==> config.mk <==
export PLATFORM = sky130hd
export DESIGN_NAME = rst_alias_ctrl
export DESIGN_NICKNAME = d
export VERILOG_FILES = /design/src/rtl/rcr_pkg.sv /design/src/rtl/rcr_decode.sv /design/src/rtl/rcr_bit_cell.sv /design/src/rtl/rcr_read_port.sv /design/src/rtl/rst_alias_ctrl.sv
export SDC_FILE = /design/constraint.sdc
export NUM_CORES = 1
export LEC_CHECK = 0
export ABC_AREA = 1
export BUFFER_PORTS_ARGS = -buffer_cell sky130_fd_sc_hd__buf_2
export CORE_AREA = 2 2 99 101
export DETAILED_ROUTE_END_ITERATION = 10
export DIE_AREA = 0 0 101 103
export HOLD_SLACK_MARGIN = 0.15
export PLACE_DENSITY = 0.52
export SYNTH_ARGS = -nofsm -noshare
export SYNTH_HDL_FRONTEND = slang
export SYNTH_HIERARCHICAL = 1
export SYNTH_SLANG_ARGS = --single-unit
==> constraint.sdc <==
create_clock -name clk -period 1 [get_ports clk]
set_input_delay 0.2 -clock clk [delete_from_list [all_inputs] [get_ports clk]]
set_output_delay 0.2 -clock clk [all_outputs]
set_load 0.01 [all_outputs]
==> src/rtl/rcr_pkg.sv <==
package rcr_pkg;

  // What a write does to the stored register this cycle
  typedef enum logic [2:0] {
    ACC_NONE  = 3'd0,
    ACC_LOAD  = 3'd1,
    ACC_SET   = 3'd2,
    ACC_CLEAR = 3'd3,
    ACC_DROP  = 3'd4
  } acc_kind_e;

  // Alias offsets inside the four-word window
  localparam logic [1:0] OFS_LOAD  = 2'd0;
  localparam logic [1:0] OFS_SET   = 2'd1;
  localparam logic [1:0] OFS_CLEAR = 2'd2;
  localparam logic [1:0] OFS_DROP  = 2'd3;

  // Next value of one stored bit, given the write data bit and kind
  function automatic logic bit_next(input logic cur, input logic din,
                                    input acc_kind_e kind);
    logic nxt;
    unique case (kind)
      ACC_LOAD:  nxt = din;
      ACC_SET:   nxt = cur | din;
      ACC_CLEAR: nxt = cur & ~din;
      default:   nxt = cur;
    endcase
    return nxt;
  endfunction

  // Map an in-window offset to its write meaning
  function automatic acc_kind_e ofs_to_kind(input logic [1:0] ofs);
    acc_kind_e k;
    unique case (ofs)
      OFS_LOAD:  k = ACC_LOAD;
      OFS_SET:   k = ACC_SET;
      OFS_CLEAR: k = ACC_CLEAR;
      default:   k = ACC_DROP;
    endcase
    return k;
  endfunction

endpackage

==> src/rtl/rcr_decode.sv <==
module rcr_decode
  import rcr_pkg::*;
#(
  parameter int ADDR_W    = 4,
  parameter int BASE_WORD = 0
) (
  input  logic              wr_en,
  input  logic              rd_en,
  input  logic [ADDR_W-1:0] addr,
  output acc_kind_e         wr_kind,
  output logic              rd_load_alias
);

  localparam logic [ADDR_W-1:0] BASE = ADDR_W'(BASE_WORD);

  logic       in_window;
  logic [1:0] ofs;

  always_comb begin
    in_window = (addr[ADDR_W-1:2] == BASE[ADDR_W-1:2]);
    ofs       = addr[1:0];
  end

  always_comb begin
    wr_kind = ACC_NONE;
    if (wr_en && in_window)
      wr_kind = ofs_to_kind(ofs);
  end

  assign rd_load_alias = rd_en && in_window && (ofs == OFS_LOAD);

endmodule

==> src/rtl/rcr_bit_cell.sv <==
module rcr_bit_cell
  import rcr_pkg::*;
#(
  parameter bit IMPLEMENTED = 1'b1
) (
  input  logic      clk,
  input  logic      rst_n,
  input  acc_kind_e kind,
  input  logic      din,
  output logic      q
);

  logic nxt;

  always_comb begin
    nxt = bit_next(q, din, kind);
    if (!IMPLEMENTED)
      nxt = 1'b0;
  end

  always_ff @(posedge clk or negedge rst_n) begin
    if (!rst_n) q <= 1'b0;
    else        q <= nxt;
  end

endmodule

==> src/rtl/rcr_read_port.sv <==
module rcr_read_port #(
  parameter int DATA_W = 32
) (
  input  logic              clk,
  input  logic              rst_n,
  input  logic              rd_sel,
  input  logic [DATA_W-1:0] state,
  output logic [DATA_W-1:0] rd_data
);

  always_ff @(posedge clk or negedge rst_n) begin
    if (!rst_n)      rd_data <= '0;
    else if (rd_sel) rd_data <= state;
    else             rd_data <= '0;
  end

endmodule

==> src/rtl/rst_alias_ctrl.sv <==
module rst_alias_ctrl
  import rcr_pkg::*;
#(
  parameter int DATA_W    = 32,
  parameter int NUM_RST   = 20,
  parameter int ADDR_W    = 4,
  parameter int BASE_WORD = 0
) (
  input  logic               clk,
  input  logic               rst_n,
  input  logic               wr_en,
  input  logic [ADDR_W-1:0]  addr,
  input  logic [DATA_W-1:0]  wr_data,
  input  logic               rd_en,
  output logic [DATA_W-1:0]  rd_data,
  output logic [NUM_RST-1:0] sub_rst_n_o
);

  // Named internal events, visible to the bound checker
  acc_kind_e         wr_kind;
  logic              rd_load_alias;
  logic [DATA_W-1:0] state;

  rcr_decode #(
    .ADDR_W    (ADDR_W),
    .BASE_WORD (BASE_WORD)
  ) decode_i (
    .wr_en         (wr_en),
    .rd_en         (rd_en),
    .addr          (addr),
    .wr_kind       (wr_kind),
    .rd_load_alias (rd_load_alias)
  );

  // One cell per register bit; reserved cells stay at zero
  for (genvar b = 0; b < DATA_W; b++) begin : g_bit
    rcr_bit_cell #(
      .IMPLEMENTED (b < NUM_RST)
    ) cell_i (
      .clk   (clk),
      .rst_n (rst_n),
      .kind  (wr_kind),
      .din   (wr_data[b]),
      .q     (state[b])
    );
  end

  rcr_read_port #(
    .DATA_W (DATA_W)
  ) rdport_i (
    .clk     (clk),
    .rst_n   (rst_n),
    .rd_sel  (rd_load_alias),
    .state   (state),
    .rd_data (rd_data)
  );

  // Stored 1 = sub-block released, so the bit is the active-low reset
  assign sub_rst_n_o = state[NUM_RST-1:0];

endmodule

# Word level (Yosys, flattened, before mapping)
# Index checks and enable logic that the tools add are counted.
dict set report classes {
  eq_ne 5
  muxes 23
  bitwise 60
  n_reduce_logical 6
}
# op n
set op_table {}
lappend op_table {{$pmux W1 S3} 20}
lappend op_table {{$and A1 B1 Y1} 20}
lappend op_table {{$mux W20} 1}
lappend op_table {{$not A1 Y1} 20}
lappend op_table {{$or A1 B1 Y1} 20}
lappend op_table {{$pmux W3 S3} 1}
lappend op_table {{$eq A3 B2 Y1 const B} 2}
lappend op_table {{$logic_not A2 Y1} 2}
lappend op_table {{$eq A3 B1 Y1 const B} 1}
lappend op_table {{$logic_and A1 B1 Y1} 3}
lappend op_table {{$mux W3} 1}
lappend op_table {{$reduce_bool A3 Y1} 1}
lappend op_table {{$eq A2 B1 Y1 const B} 1}
lappend op_table {{$eq A2 B2 Y1 const B} 1}
dict set report totals {
  ff_bits 52
  in_bits 40
  out_inout_bits 52
  wordCells 115
}

# Longest topological paths before layout
# Gate-level depths: netlist of the first run.
dict set report depth {
  depth_word 5
  ltp_mapped 9
  ltp_nobuf 9
}

# Modules after synthesis
# The synthesis of the first run kept the hierarchy.
# mod n_inst cells_per_inst area_per_inst_um2 seq_area_each_um2
set modules_own_cells {}
lappend modules_own_cells {{rcr_bit_cell at g_bit[0].cell_i ...} 20 13 73.8 25.0}
lappend modules_own_cells {rcr_read_port 1 99 1074.8 800.8}
lappend modules_own_cells {rst_alias_ctrl 1 20 150.1 0.0}
lappend modules_own_cells {{rcr_bit_cell at g_bit[20].cell_i ...} 12 2 11.3 0.0}
lappend modules_own_cells {rcr_decode 1 15 85.1 0.0}

# Worst setup path before layout of the first run
# OpenSTA, ideal clock, no wires.
dict set report synth_timing {
  path_type {in2reg}
  startpoint {input port addr[0]}
  endpoint {register g_bit[0].cell_i.q}
  setup_time_ns 0.118
  arrival_time_ns 2.642
  required_time_ns 0.882
  path_slack_ns -1.760
  stages 7
  path_buffers 0
  cell_sequence {inv_1 > ha_1 > inv_1 > nor2_1 > nand2_1 > nand3_1 > nand2_1}
}
dict set report synth_via {
  elab_chain_len 5
  elab_cells_between_ends 10
  cone_classes {5 x eq/ne; 3 x mux; 2 x reduce/logical}
}
# element line_no
set synth_lines {}
lappend synth_lines {{start, declared} rst_alias_ctrl.sv:12} ;# input logic [ADDR_W-1:0] addr,
lappend synth_lines {{$eq A2 B2 Y1 (tied with other cells)} rcr_pkg.sv:34} ;# unique case (ofs)
lappend synth_lines {{$pmux W3 S3 (*)} rcr_pkg.sv:34}
lappend synth_lines {{$mux W3 (*)} rcr_decode.sv:26} ;# if (wr_en && in_window)
lappend synth_lines {{net wr_kind[1]} rst_alias_ctrl.sv:20} ;# acc_kind_e wr_kind;
lappend synth_lines {{$eq A3 B2 Y1 or $eq A3 B1 Y1 (tied branches)} n/a}
lappend synth_lines {{$pmux W1 S3 or $reduce_bool A3 Y1 (tied branches)} n/a}
lappend synth_lines {{end signal, assigned} rcr_bit_cell.sv:23} ;# else q <= nxt;
lappend synth_lines {{end, declared} rcr_bit_cell.sv:10} ;# output logic q
# The timed path passes the listed nets; every way through them passes the cells marked *.
# A chain may end at the register's enable or synchronous reset.

# Worst setup path after layout of the first run
dict set report layout_timing {
  startpoint {register g_bit[14].cell_i.q}
  endpoint {output port sub_rst_n_o[14]}
}
# element line_no
set layout_rtl {}
lappend layout_rtl {{start, declared} rcr_bit_cell.sv:10}
lappend layout_rtl {{start signal, assigned} rcr_bit_cell.sv:23}
lappend layout_rtl {{end, declared} rst_alias_ctrl.sv:16} ;# output logic [NUM_RST-1:0] sub_rst_n_o
# No word-level cell between the ends.

==> results of run 1 <==
## cell type report
cell class	instances	area (sq um)
Fill cell	962	5281
Sequential cell	52	1301
Timing Repair Buffer	137	1144
Multi-Input combinational cell	235	1099
Inverter	96	395.4
Tap cell	114	142.6
Clock buffer	5	68.82
Clock inverter	3	27.53
## layer usage
metal / GRT usage / up-vias / part of all wire
li1: - / 1353 / -
met2: 0.2354 / 57 / 0.49
met1: 0.1807 / 1165 / 0.45
met4: 0.05301 / 0 / 0.017
met5: 0 / - / 0
met3: 0.02780 / 11 / 0.044
## what timing repair did
action | 4_1_cts | 5_1_grt
hold buffers | 1 | 0
buffers inserted | 32 | 9
cloned | 5 | 6
gates resized for setup | 48 | 28
setup endpoints to repair | 72 | 84
hold endpoints to repair | 52 | 0
pin swaps | 16 | 10
## how the worst max path moves through the flow
stage,start,end,depth (start not counted)
finish,g_bit[14].cell_i/q$_DFFE_PN0P_,sub_rst_n_o[14],1
global route,g_bit[9].cell_i/q$_DFFE_PN0P_,sub_rst_n_o[9],1
CTS,g_bit[9].cell_i/q$_DFFE_PN0P_,sub_rst_n_o[9],1
detailed placement,addr[0],g_bit[11].cell_i/q$_DFFE_PN0P_,11
global placement,addr[0],g_bit[9].cell_i/q$_DFFE_PN0P_,11
floorplan,addr[0],g_bit[11].cell_i/q$_DFFE_PN0P_,9
## through the flow
step / hold WS, ps / util / instances / cell area [sq um] / total power [mW]
after CTS: 185.8 / 0.4267 / 632 / 4036 / 5.375
after global placement: 223.0 / 0.3623 / 588 / 3427 / 3.556
after global routing: 208.3 / 0.4417 / 642 / 4178 / 5.794
final: 190.4 / 0.4417 / 642 / 4178 / 5.439
after floorplan: -95.59 / - / 418 / 2985 / 3.415
after detailed placement: 224.3 / 0.3623 / 588 / 3427 / 3.582
## flip-flops by register name (all words and copies together) (netlist names)
register / count
rdport_i/rd_data: 32
g_bit.cell_i/q: 20
## cell families (layout without fill, tap and decap cells)
logic type               after synthesis  count (layout)  share of synthesized area
AO/OA/AOI/OAI                          1               1                   0.001711
adder cells (fa/ha/maj)                3               3                    0.01285
buffers and inverters                131             241                     0.2171
flip-flops                            52              52                     0.4454
other                                 12              12                    0.01542
AND/OR/NAND/NOR                      219             219                     0.3075
## power by group
part	total, mW	internal (mW)	switching [mW]	leakage [nW]
Combinational	1.60	0.832	0.767	1.79
Clock	1.34	0.517	0.824	0.0463
Sequential	2.50	2.35	0.147	0.677
Total	5.44	3.70	1.74	2.52
## synthesized netlist by cell type
| cell type | n | area share |
|---|---|---|
| o21ai_0 | 1 | 0.0017 |
| nor3_1 | 1 | 0.0017 |
| buf_6 | 3 | 0.012 |
| nand3_1 | 20 | 0.034 |
| inv_1 | 96 | 0.12 |
| buf_4 | 32 | 0.082 |
| nor2_2 | 20 | 0.043 |
| nand2_1 | 154 | 0.20 |
| nor2_1 | 24 | 0.031 |
| ha_1 | 3 | 0.013 |
| dfrtp_1 | 52 | 0.45 |
| conb_1 | 12 | 0.015 |
==> results.md, run 1 <==
- N_diodes: 0
- Post-synthesis sequential area ratio: 0.4454
- Layout cells sized above 1: 0.3883
- Mean post-synth cell area: 6.989 sq um
- Fmax: 0.8976 GHz
- Hold/Removal Path Class: in -> reg
- CP Cell Sequence: buf_2
- Total CTS buffers: 5
- Root cell of the clock tree: clkbuf_8
- Critical-path top delay cell: dfrtp_1
- WHS Path Cells: 6
- Setup WS post-layout: -114.1 ps
- Post-synth cell types: 12
- Gr usage total: 0.1407
- Commonest non-fill, non-tap cell in the layout: nand2_1
- Tmin final: 1114 ps
- Status: finished with violations
- WL per Instance: 11.53 microns
- Finish-stage setup viols: 68
- CTS Sinks: 52
- CTS HTree Levels: 2
- Vias/cell: 4.028
- Launching element type of the critical path: flop
- Crit share post-route: 1.114
- Critical path's top delay family: flip-flops
- Worst Hold Launch: wr_data[15]
- Post-layout nets: 570
- Vias in the first global route: 2447
- Vias: 2586
- Clock transition at the registers of the reported paths: 120 ps
- Min-Delay Endpoint: g_bit[15].cell_i/q$_DFFE_PN0P_
- Worst path max stage delay: 440 ps
- Syn Inst Count: 418
- Crit path kind: reg -> out
- Worst r2r path cells: 4
- FP Rows: 36
- Most frequent cells in the layout: 151 x nand2_1, 75 x buf_2, 71 x inv_1
- PD cells: 1302 nW/um^2
- Reg-to-Reg Start: g_bit[19].cell_i/q$_DFFE_PN0P_
- Starting Density: 0.3089
- Die Area: 10400 sq um
- Clk Latency, worst-skew pair: 320 ps
- Final Hold Viols: 0
- Die width: 101 microns
- LEAKAGE: 2.515 nW
- Worst Path Max Fanout: 2
- Detailed Route WL: 7.402 mm
- Deepest clock path buffer count: 2
- GP Congestion: 0.6895
- RR Endpoint: g_bit[19].cell_i/q$_DFFE_PN0P_
- Die height: 103 microns
- Max-slew violations: 0
- Setup crit end kind: primary output
- Largest net degree at the start of global routing: 53
- DP HPWL: 4.131 mm
- DR iter-0 viols: 92
- I/O Buffers: 79
- GRT overflow: 0
- Core Footprint: 9459 sq um
- Synth Cell Area: 2922 sq um
- Synth-to-layout area growth: 43.00%
- Worst EP required: 800 ps
- Violated checks: negative setup slack
- Reg-to-reg setup timing slack: 150 ps
- First-pass GRT wire length: 11.41 mm
- Dpl ws: -490.5 ps
- Antenna Violating Nets Remaining: 0
- Io pins: 92
- RSZ-0062 raised after global routing: true
- Synth Warn #: 6
- Clock Skew: 12.29 ps
- Maximum VDD drop: 0.4645 mV
- Net Count, Synth: 461
- Flops & latches, synth: 52
- Worst EP arrival: 910 ps
- Initial antenna violation count: 0
- Final setup TNS: -2626 ps
- # DRC: 0
- Worst path bufs/invs: 1
- TritonCTS clock tree: done
- Drt pass-1 iters: 4
- Max_cap viols: 0
Note: power is estimated with default switching activity, not from simulation.
==> run 2: changes to the inputs <==
RECOVER_POWER = 25   (was default)
==> run 2 against run 1 <==
  * The flow still finishes with violations (negative setup slack)
  * Flip-flop and latch count did not move
  * Die area stayed put
  * Sequential power hardly changed
  * Hold slack about the same
  * Maximum frequency unchanged
  * Sequential share of layout area up 0.065 points
  * Setup slack is the same
  * Global-route usage unchanged
  * Clock power barely moved
  * Cell area shrank 0.21%
  * Critical path type unchanged
==> results.md, run 2 (synthesis results as in run 1) <==
- Status: finished with violations
- Violated checks: negative setup slack
- Most frequent cells in the layout: 151 x nand2_1, 75 x buf_2, 71 x inv_1
- Largest net degree at the start of global routing: 53 (unchanged)
- Initial antenna violation count: 0 (unchanged)
- Worst path bufs/invs: 1 (unchanged)
- LEAKAGE: 2.512 nW (-0.13%)
- Layout cells sized above 1: 0.3883 (unchanged)
- Deepest clock path buffer count: 2 (unchanged)
- Reg-to-reg setup timing slack: 150 ps (about the same)
- Net switching power: 1.738 mW (about the same)
- DP HPWL: 4.131 mm (unchanged)
- Finish-stage setup viols: 68 (unchanged)
- Fmax: 0.8976 GHz (unchanged)
- Maximum VDD drop: 0.4645 mV (about the same)
- Worst Hold Launch: wr_data[15]
- Die height: 103 microns (unchanged)
- Vias: 2586 (unchanged)
- Seq pwr share: 0.460 (about the same)
- Max_cap viols: 0 (unchanged)
- FP Rows: 36 (unchanged)
- Stages on worst setup path: 1 (unchanged)
- Io pins: 92 (unchanged)
- Gr usage total: 0.1407 (unchanged)
- CTS Sinks: 52 (unchanged)
- First-pass GRT wire length: 11.41 mm (unchanged)
- Crit path kind: reg -> out
- Worst EP required: 800 ps (about the same)
- N_diodes: 0 (unchanged)
- Drt pass-1 iters: 4 (unchanged)
- Clk network pwr share: 0.247 (about the same)
- Crit share post-route: 1.114 (unchanged)
- Largest registers: rdport_i/rd_data: 32 flops, g_bit.cell_i/q: 20 flops
- Starting Density: 0.3089 (unchanged)
- Vias/cell: 4.028 (unchanged)
- Worst path max stage delay: 440 ps (about the same)
- Power Internal: 3.696 mW (-0.12%)
- RR Endpoint: g_bit[19].cell_i/q$_DFFE_PN0P_
- Top reg by flops: rdport_i/rd_data
- Vias in the first global route: 2447 (unchanged)
- Critical path's top delay family: flip-flops
- Die width: 101 microns (unchanged)
- Critical-path top delay cell: dfrtp_1
- DR iter-0 viols: 92 (unchanged)
- Antenna Violating Nets Remaining: 0 (unchanged)
- CTS HTree Levels: 2 (unchanged)
- Reg-to-Reg Start: g_bit[19].cell_i/q$_DFFE_PN0P_
- Clock transition at the registers of the reported paths: 120 ps (about the same)
- RSZ-0062 raised after global routing: true
- Final setup TNS: -2626 ps (unchanged)
- Setup crit end kind: primary output
- WL per Instance: 11.53 microns (unchanged)
- TritonCTS clock tree: done
- Total CTS buffers: 5 (unchanged)
- GP Congestion: 0.6895 (unchanged)
- Worst r2r path cells: 4 (unchanged)
- Hold/Removal Path Class: in -> reg
- Clk Latency, worst-skew pair: 320 ps (about the same)
- Core Footprint: 9459 sq um (unchanged)
- Die Area: 10400 sq um (unchanged)
- Tmin final: 1114 ps (unchanged)
- Root cell of the clock tree: clkbuf_8
- Setup crit end: sub_rst_n_o[14]
- Detailed Route WL: 7.402 mm (unchanged)
- Clock Skew: 12.29 ps (unchanged)
- Final Hold Viols: 0 (unchanged)
- Launching element type of the critical path: flop
- CP Cell Sequence: buf_2
- Commonest non-fill, non-tap cell in the layout: nand2_1
- PD cells: 1303 nW/um^2 (+0.12%)
- Fillers: 963 (+0.10%)
- Sw frac: 0.3198 (about the same)
- Setup crit start: g_bit[14].cell_i/q$_DFFE_PN0P_
- I/O Buffers: 79 (unchanged)
- Setup WS post-layout: -114.1 ps (unchanged)
- Max reg flops: 32 (unchanged)
- Max-slew violations: 0 (unchanged)
- # DRC: 0 (unchanged)
- Comb pwr share: 0.293 (about the same)
- GRT overflow: 0 (unchanged)
- Worst Path Max Fanout: 2 (unchanged)
- Synth-to-layout area growth: 42.70%
- Post-layout nets: 570 (unchanged)
- Total Power: 5.434 mW (about the same)
- Worst EP arrival: 910 ps (about the same)
[run 2: worst min-delay path by stage]
stage | end | depth (start not counted) | slack [ps]
6_report | g_bit[15].cell_i/q$_DFFE_PN0P_ | 6 | 190
5_1_grt | g_bit[15].cell_i/q$_DFFE_PN0P_ | 5 | 210
4_1_cts | g_bit[15].cell_i/q$_DFFE_PN0P_ | 6 | 190
3_5_place_dp | rdport_i/rd_data[28]$_DFF_PN0_ | 2 | 220
3_3_place_gp | rdport_i/rd_data[28]$_DFF_PN0_ | 2 | 220
2_1_floorplan | g_bit[0].cell_i/q$_DFFE_PN0P_ | 0 | -100
[run 2: per-layer routing]
layer | track usage | wire length, microns | vias to the layer above | part of all wire
li1 | - | - | 1353 | -
met2 | 0.2354 | 3595 | 57 | 0.49
met5 | 0 | 0 | - | 0
met3 | 0.02780 | 325 | 11 | 0.044
met1 | 0.1807 | 3357 | 1165 | 0.45
met4 | 0.05301 | 124 | 0 | 0.017
[run 2: power by group through the flow]
stage                     clock network, mW  logic (mW)  registers (mW)
after floorplan                           0       0.866            2.55
after global placement                    0       0.952            2.60
after detailed placement                  0       0.977            2.61
after CTS                              1.39        1.48            2.50
after global routing                   1.48        1.78            2.53
final                                  1.34        1.59            2.50
[run 2: final cells by class]
type / count / area [sq um] / area share
Sequential cell: 52 / 1301 / 0.3121
Timing Repair Buffer: 137 / 1135 / 0.2722
Multi-Input combinational cell: 235 / 1099 / 0.2635
Inverter: 96 / 395.4 / 0.09484
Tap cell: 114 / 142.6 / 0.03421
Clock buffer: 5 / 68.82 / 0.01651
Clock inverter: 3 / 27.53 / 0.006603
[run 2: repair_timing]
action | 4_1_cts | 5_1_grt
buffers inserted | 32 | 9
endpoints found under the setup margin | 72 | 84
gates cloned | 5 | 6
resized for setup | 48 | 28
hold buffers | 1 | 0
endpoints found under the hold margin | 52 | 0
pin swaps | 16 | 10
[run 2: stage by stage]
stage          worst slack, ps  utilization  area [sq um]  hold slack, ps  std cells
5_1_grt                 -155.4       0.4407          4169           208.3        642
3_5_place_dp            -490.5       0.3623          3427           224.3        588
2_1_floorplan           -526.2            -          2985          -95.59        418
4_1_cts                 -116.6       0.4267          4036           185.8        632
3_3_place_gp            -458.6       0.3623          3427           223.0        588
6_report                -114.1       0.4407          4169           190.4        642
==> run 3: changes to the inputs <==
CAP_MARGIN = 20   (was default)
CORE_AREA = 2 2 76 132   (was 2 2 99 101)
DIE_AREA = 0 0 78 134   (was 0 0 101 103)
PLACE_DENSITY = 0.51   (was 0.52)
==> run 3 against run 2 <==
  * The run still ends with negative setup slack left
  * Cell area rose by 1.3%
  * Clock skew decreased by 3.9 ps
  * Sequential power barely moved
  * Combinational power barely moved
  * Largest cell class unchanged
==> results.md, run 3 (synthesis results as in run 1) <==
- Launching element type of the critical path: primary input
- Largest net degree at the start of global routing: 53 (unchanged)
- Critical-path top delay cell: o21ai_4
- Top reg by flops: rdport_i/rd_data
- Max-slew violations: 0 (unchanged)
- Crit share post-route: 1.140 (+0.02624)
- GRT overflow: 0 (unchanged)
- Drt pass-1 iters: 4 (unchanged)
- Sw frac: 0.2863 (-0.03350)
- Met2 wire len: 4.110 mm (+14%)
- Power Internal: 4.217 mW (+14%)
- Worst Hold Launch: wr_data[8]
- Most frequent cells in the layout: 146 x nand2_1, 72 x inv_1, 71 x buf_2
- Comb pwr share: 0.274 (-0.019)
- Io pins: 92 (unchanged)
- Critical path's top delay family: buffers and inverters
- Min-Delay Endpoint: g_bit[8].cell_i/q$_DFFE_PN0P_
- Gr usage total: 0.1410 (+0.0003074)
- PD cells: 1399 nW/um^2 (+7.4%)
- Die height: 134 microns (+30%)
- Synth-to-layout area growth: 44.54%
- Dpl ws: -483.8 ps (+6.696 ps)
- Reg-to-reg setup timing slack: 40 ps (-110 ps)
- Final Hold Viols: 0 (unchanged)
- Tmin final: 1140 ps (+26.24 ps)
- Layout Utilization: 0.4488 (+0.008062)
- Max reg flops: 32 (unchanged)
- WL per Instance: 10.97 microns (-4.9%)
- WHS Path Cells: 5 (-1)
- Vias: 2567 (-0.73%)
- Setup crit end kind: flop
- Total Power: 5.909 mW (+8.7%)
- Net switching power: 1.691 mW (-2.7%)
- Max_cap viols: 0 (unchanged)
- Worst r2r path cells: 5 (+1)
- Antenna Violating Nets Remaining: 0 (unchanged)
- LEAKAGE: 2.510 nW (about the same)
- RR Endpoint: g_bit[19].cell_i/q$_DFFE_PN0P_
- Initial antenna violation count: 0 (unchanged)
- First-pass GRT wire length: 11.62 mm (+1.8%)
- RSZ-0062 raised after global routing: true
- Setup WS post-layout: -140.3 ps (-26.24 ps)
- Met3 wire len: 254 microns (-22%)
- Crit path kind: in -> reg
- Worst path bufs/invs: 6 (+5)
- Detailed Route WL: 7.085 mm (-4.3%)
- Die width: 78 microns (-23%)
- FP Rows: 47 (+31%)
- Clk Latency, worst-skew pair: 290 ps (-30 ps)
- Clk network pwr share: 0.303 (+0.056)
- Vias/cell: 3.974 (-1.3%)
- TritonCTS clock tree: done
- Starting Density: 0.3105 (+0.001643)
- N_diodes: 0 (unchanged)
- Maximum VDD drop: 0.6894 mV (+48%)
- Violated checks: negative setup slack
- Layout cells sized above 1: 0.3855 (-0.002761)
- Die Area: 10450 sq um (+0.47%)
- Deepest clock path buffer count: 2 (unchanged)
- Root cell of the clock tree: clkbuf_16
- Status: finished with violations
- Vias in the first global route: 2541 (+3.8%)
- Final std cells w/o fill: 646 (+0.62%)
- GP Congestion: 0.7281 (+5.6%)
- Seq pwr share: 0.423 (-0.037)
- WL met1: 2.504 mm (-25%)
- Stages on worst setup path: 12 (+11)
- Finish-stage setup viols: 38 (-44%)
- Fmax: 0.8770 GHz (-2.3%)
- Post-Place Cells: 597 (+1.5%)
- Worst Path Max Fanout: 8 (+6)
- Worst EP arrival: 1330 ps (+420 ps)
- Post-layout nets: 566 (-0.70%)
- CTS Sinks: 52 (unchanged)
- Final setup TNS: -2526 ps (+99.76 ps)
- Worst path max stage delay: 160 ps (-280 ps)
- Hold/Removal Path Class: in -> reg
- Reg-to-Reg Start: g_bit[19].cell_i/q$_DFFE_PN0P_
- Commonest non-fill, non-tap cell in the layout: nand2_1
- Top layer in use: met4
- DP HPWL: 4.386 mm (+6.2%)
- DR iter-0 viols: 78 (-15%)
- Core Footprint: 9409 sq um (-0.53%)
- Largest registers: rdport_i/rd_data: 32 flops, g_bit.cell_i/q: 20 flops
- I/O Buffers: 79 (unchanged)
- Worst EP required: 1190 ps (+390 ps)
- CP Cell Sequence: buf_12 -> inv_12 -> ha_4 -> o21ai_4 -> nor2_4 -> buf_12 -> buf_12 -> buf_12 -> inv_2 -> nand2_1 -> nand3_1 -> nand2_1
- Worst path most repeated cell: buf_12
- Clock Skew: 8.424 ps (-3.862 ps)
- Clock transition at the registers of the reported paths: 70 ps (-50 ps)
- Total CTS buffers: 5 (unchanged)
- CTS HTree Levels: 2 (unchanged)
- # DRC: 0 (unchanged)
## run 3: cell types whose count changed in the layout (fill, tap and decap cells not counted), moves of 4 or more
| cell | before | now |
|---|---|---|
| buf_12 | 5 | 12 |
| nand2_1 | 151 | 146 |
| buf_2 | 75 | 71 |
| nand2_2 | 2 | 7 |
| clkbuf_8 | 5 | 1 |
| buf_6 | 15 | 8 |
| buf_4 | 30 | 34 |
| nor2_2 | 24 | 19 |
## run 3: worst register-to-register path, cell delays in order (launching register included)
cell	delay, ps
dfrtp_1	380
buf_4	130
buf_4	120
buf_4	120
nand2_1	60
nand2_1	50
## run 3: through the flow
stage | hold slack [ps] | cell area [sq um]
after CTS | 224.5 | 4074
after detailed placement | 219.0 | 3457
after global placement | 220.3 | 3457
final | 229.0 | 4223
after global routing | 249.0 | 4223
after floorplan | -95.59 | 2985
## run 3: worst max-delay path by stage
stage	from	endpoint	slack (ps)
6_report	addr[0]	g_bit[6].cell_i/q$_DFFE_PN0P_	-140
5_1_grt	addr[3]	g_bit[15].cell_i/q$_DFFE_PN0P_	-240
4_1_cts	addr[0]	g_bit[18].cell_i/q$_DFFE_PN0P_	-170
3_5_place_dp	addr[0]	g_bit[13].cell_i/q$_DFFE_PN0P_	-480
3_3_place_gp	addr[0]	g_bit[9].cell_i/q$_DFFE_PN0P_	-450
2_1_floorplan	addr[0]	g_bit[11].cell_i/q$_DFFE_PN0P_	-530
## run 3: area by class of cell
cell class	count	area, sq um
Clock buffer	7	142.6
Clock inverter	1	7.507
Fill cell	969	5186
Inverter	96	405.4
Multi-Input combinational cell	235	1124
Sequential cell	52	1301
Tap cell	122	152.6
Timing Repair Buffer	133	1090
## run 3: per-layer routing
layer / vias to the layer above / GRT usage
met5: - / 0
met4: 0 / 0.06433
met3: 12 / 0.02692
met2: 54 / 0.2763
met1: 1151 / 0.1383
li1: 1350 / -
## run 3: power by group through the flow
stage          Sequential, mW  Clock [mW]  Combinational, mW
3_5_place_dp             2.60           0              0.990
5_1_grt                  2.53        1.95               1.80
4_1_cts                  2.50        1.85               1.50
3_3_place_gp             2.60           0              0.963
2_1_floorplan            2.55           0              0.866
6_report                 2.50        1.79               1.62
## run 3: repair_timing
item	4_1_cts	5_1_grt
gates cloned	4	3
gates resized for setup	44	34
hold buffers	1	0
endpoints found under the setup margin	49	82
setup buffers	26	12
hold endpoints to repair	52	0
pin swaps	15	20
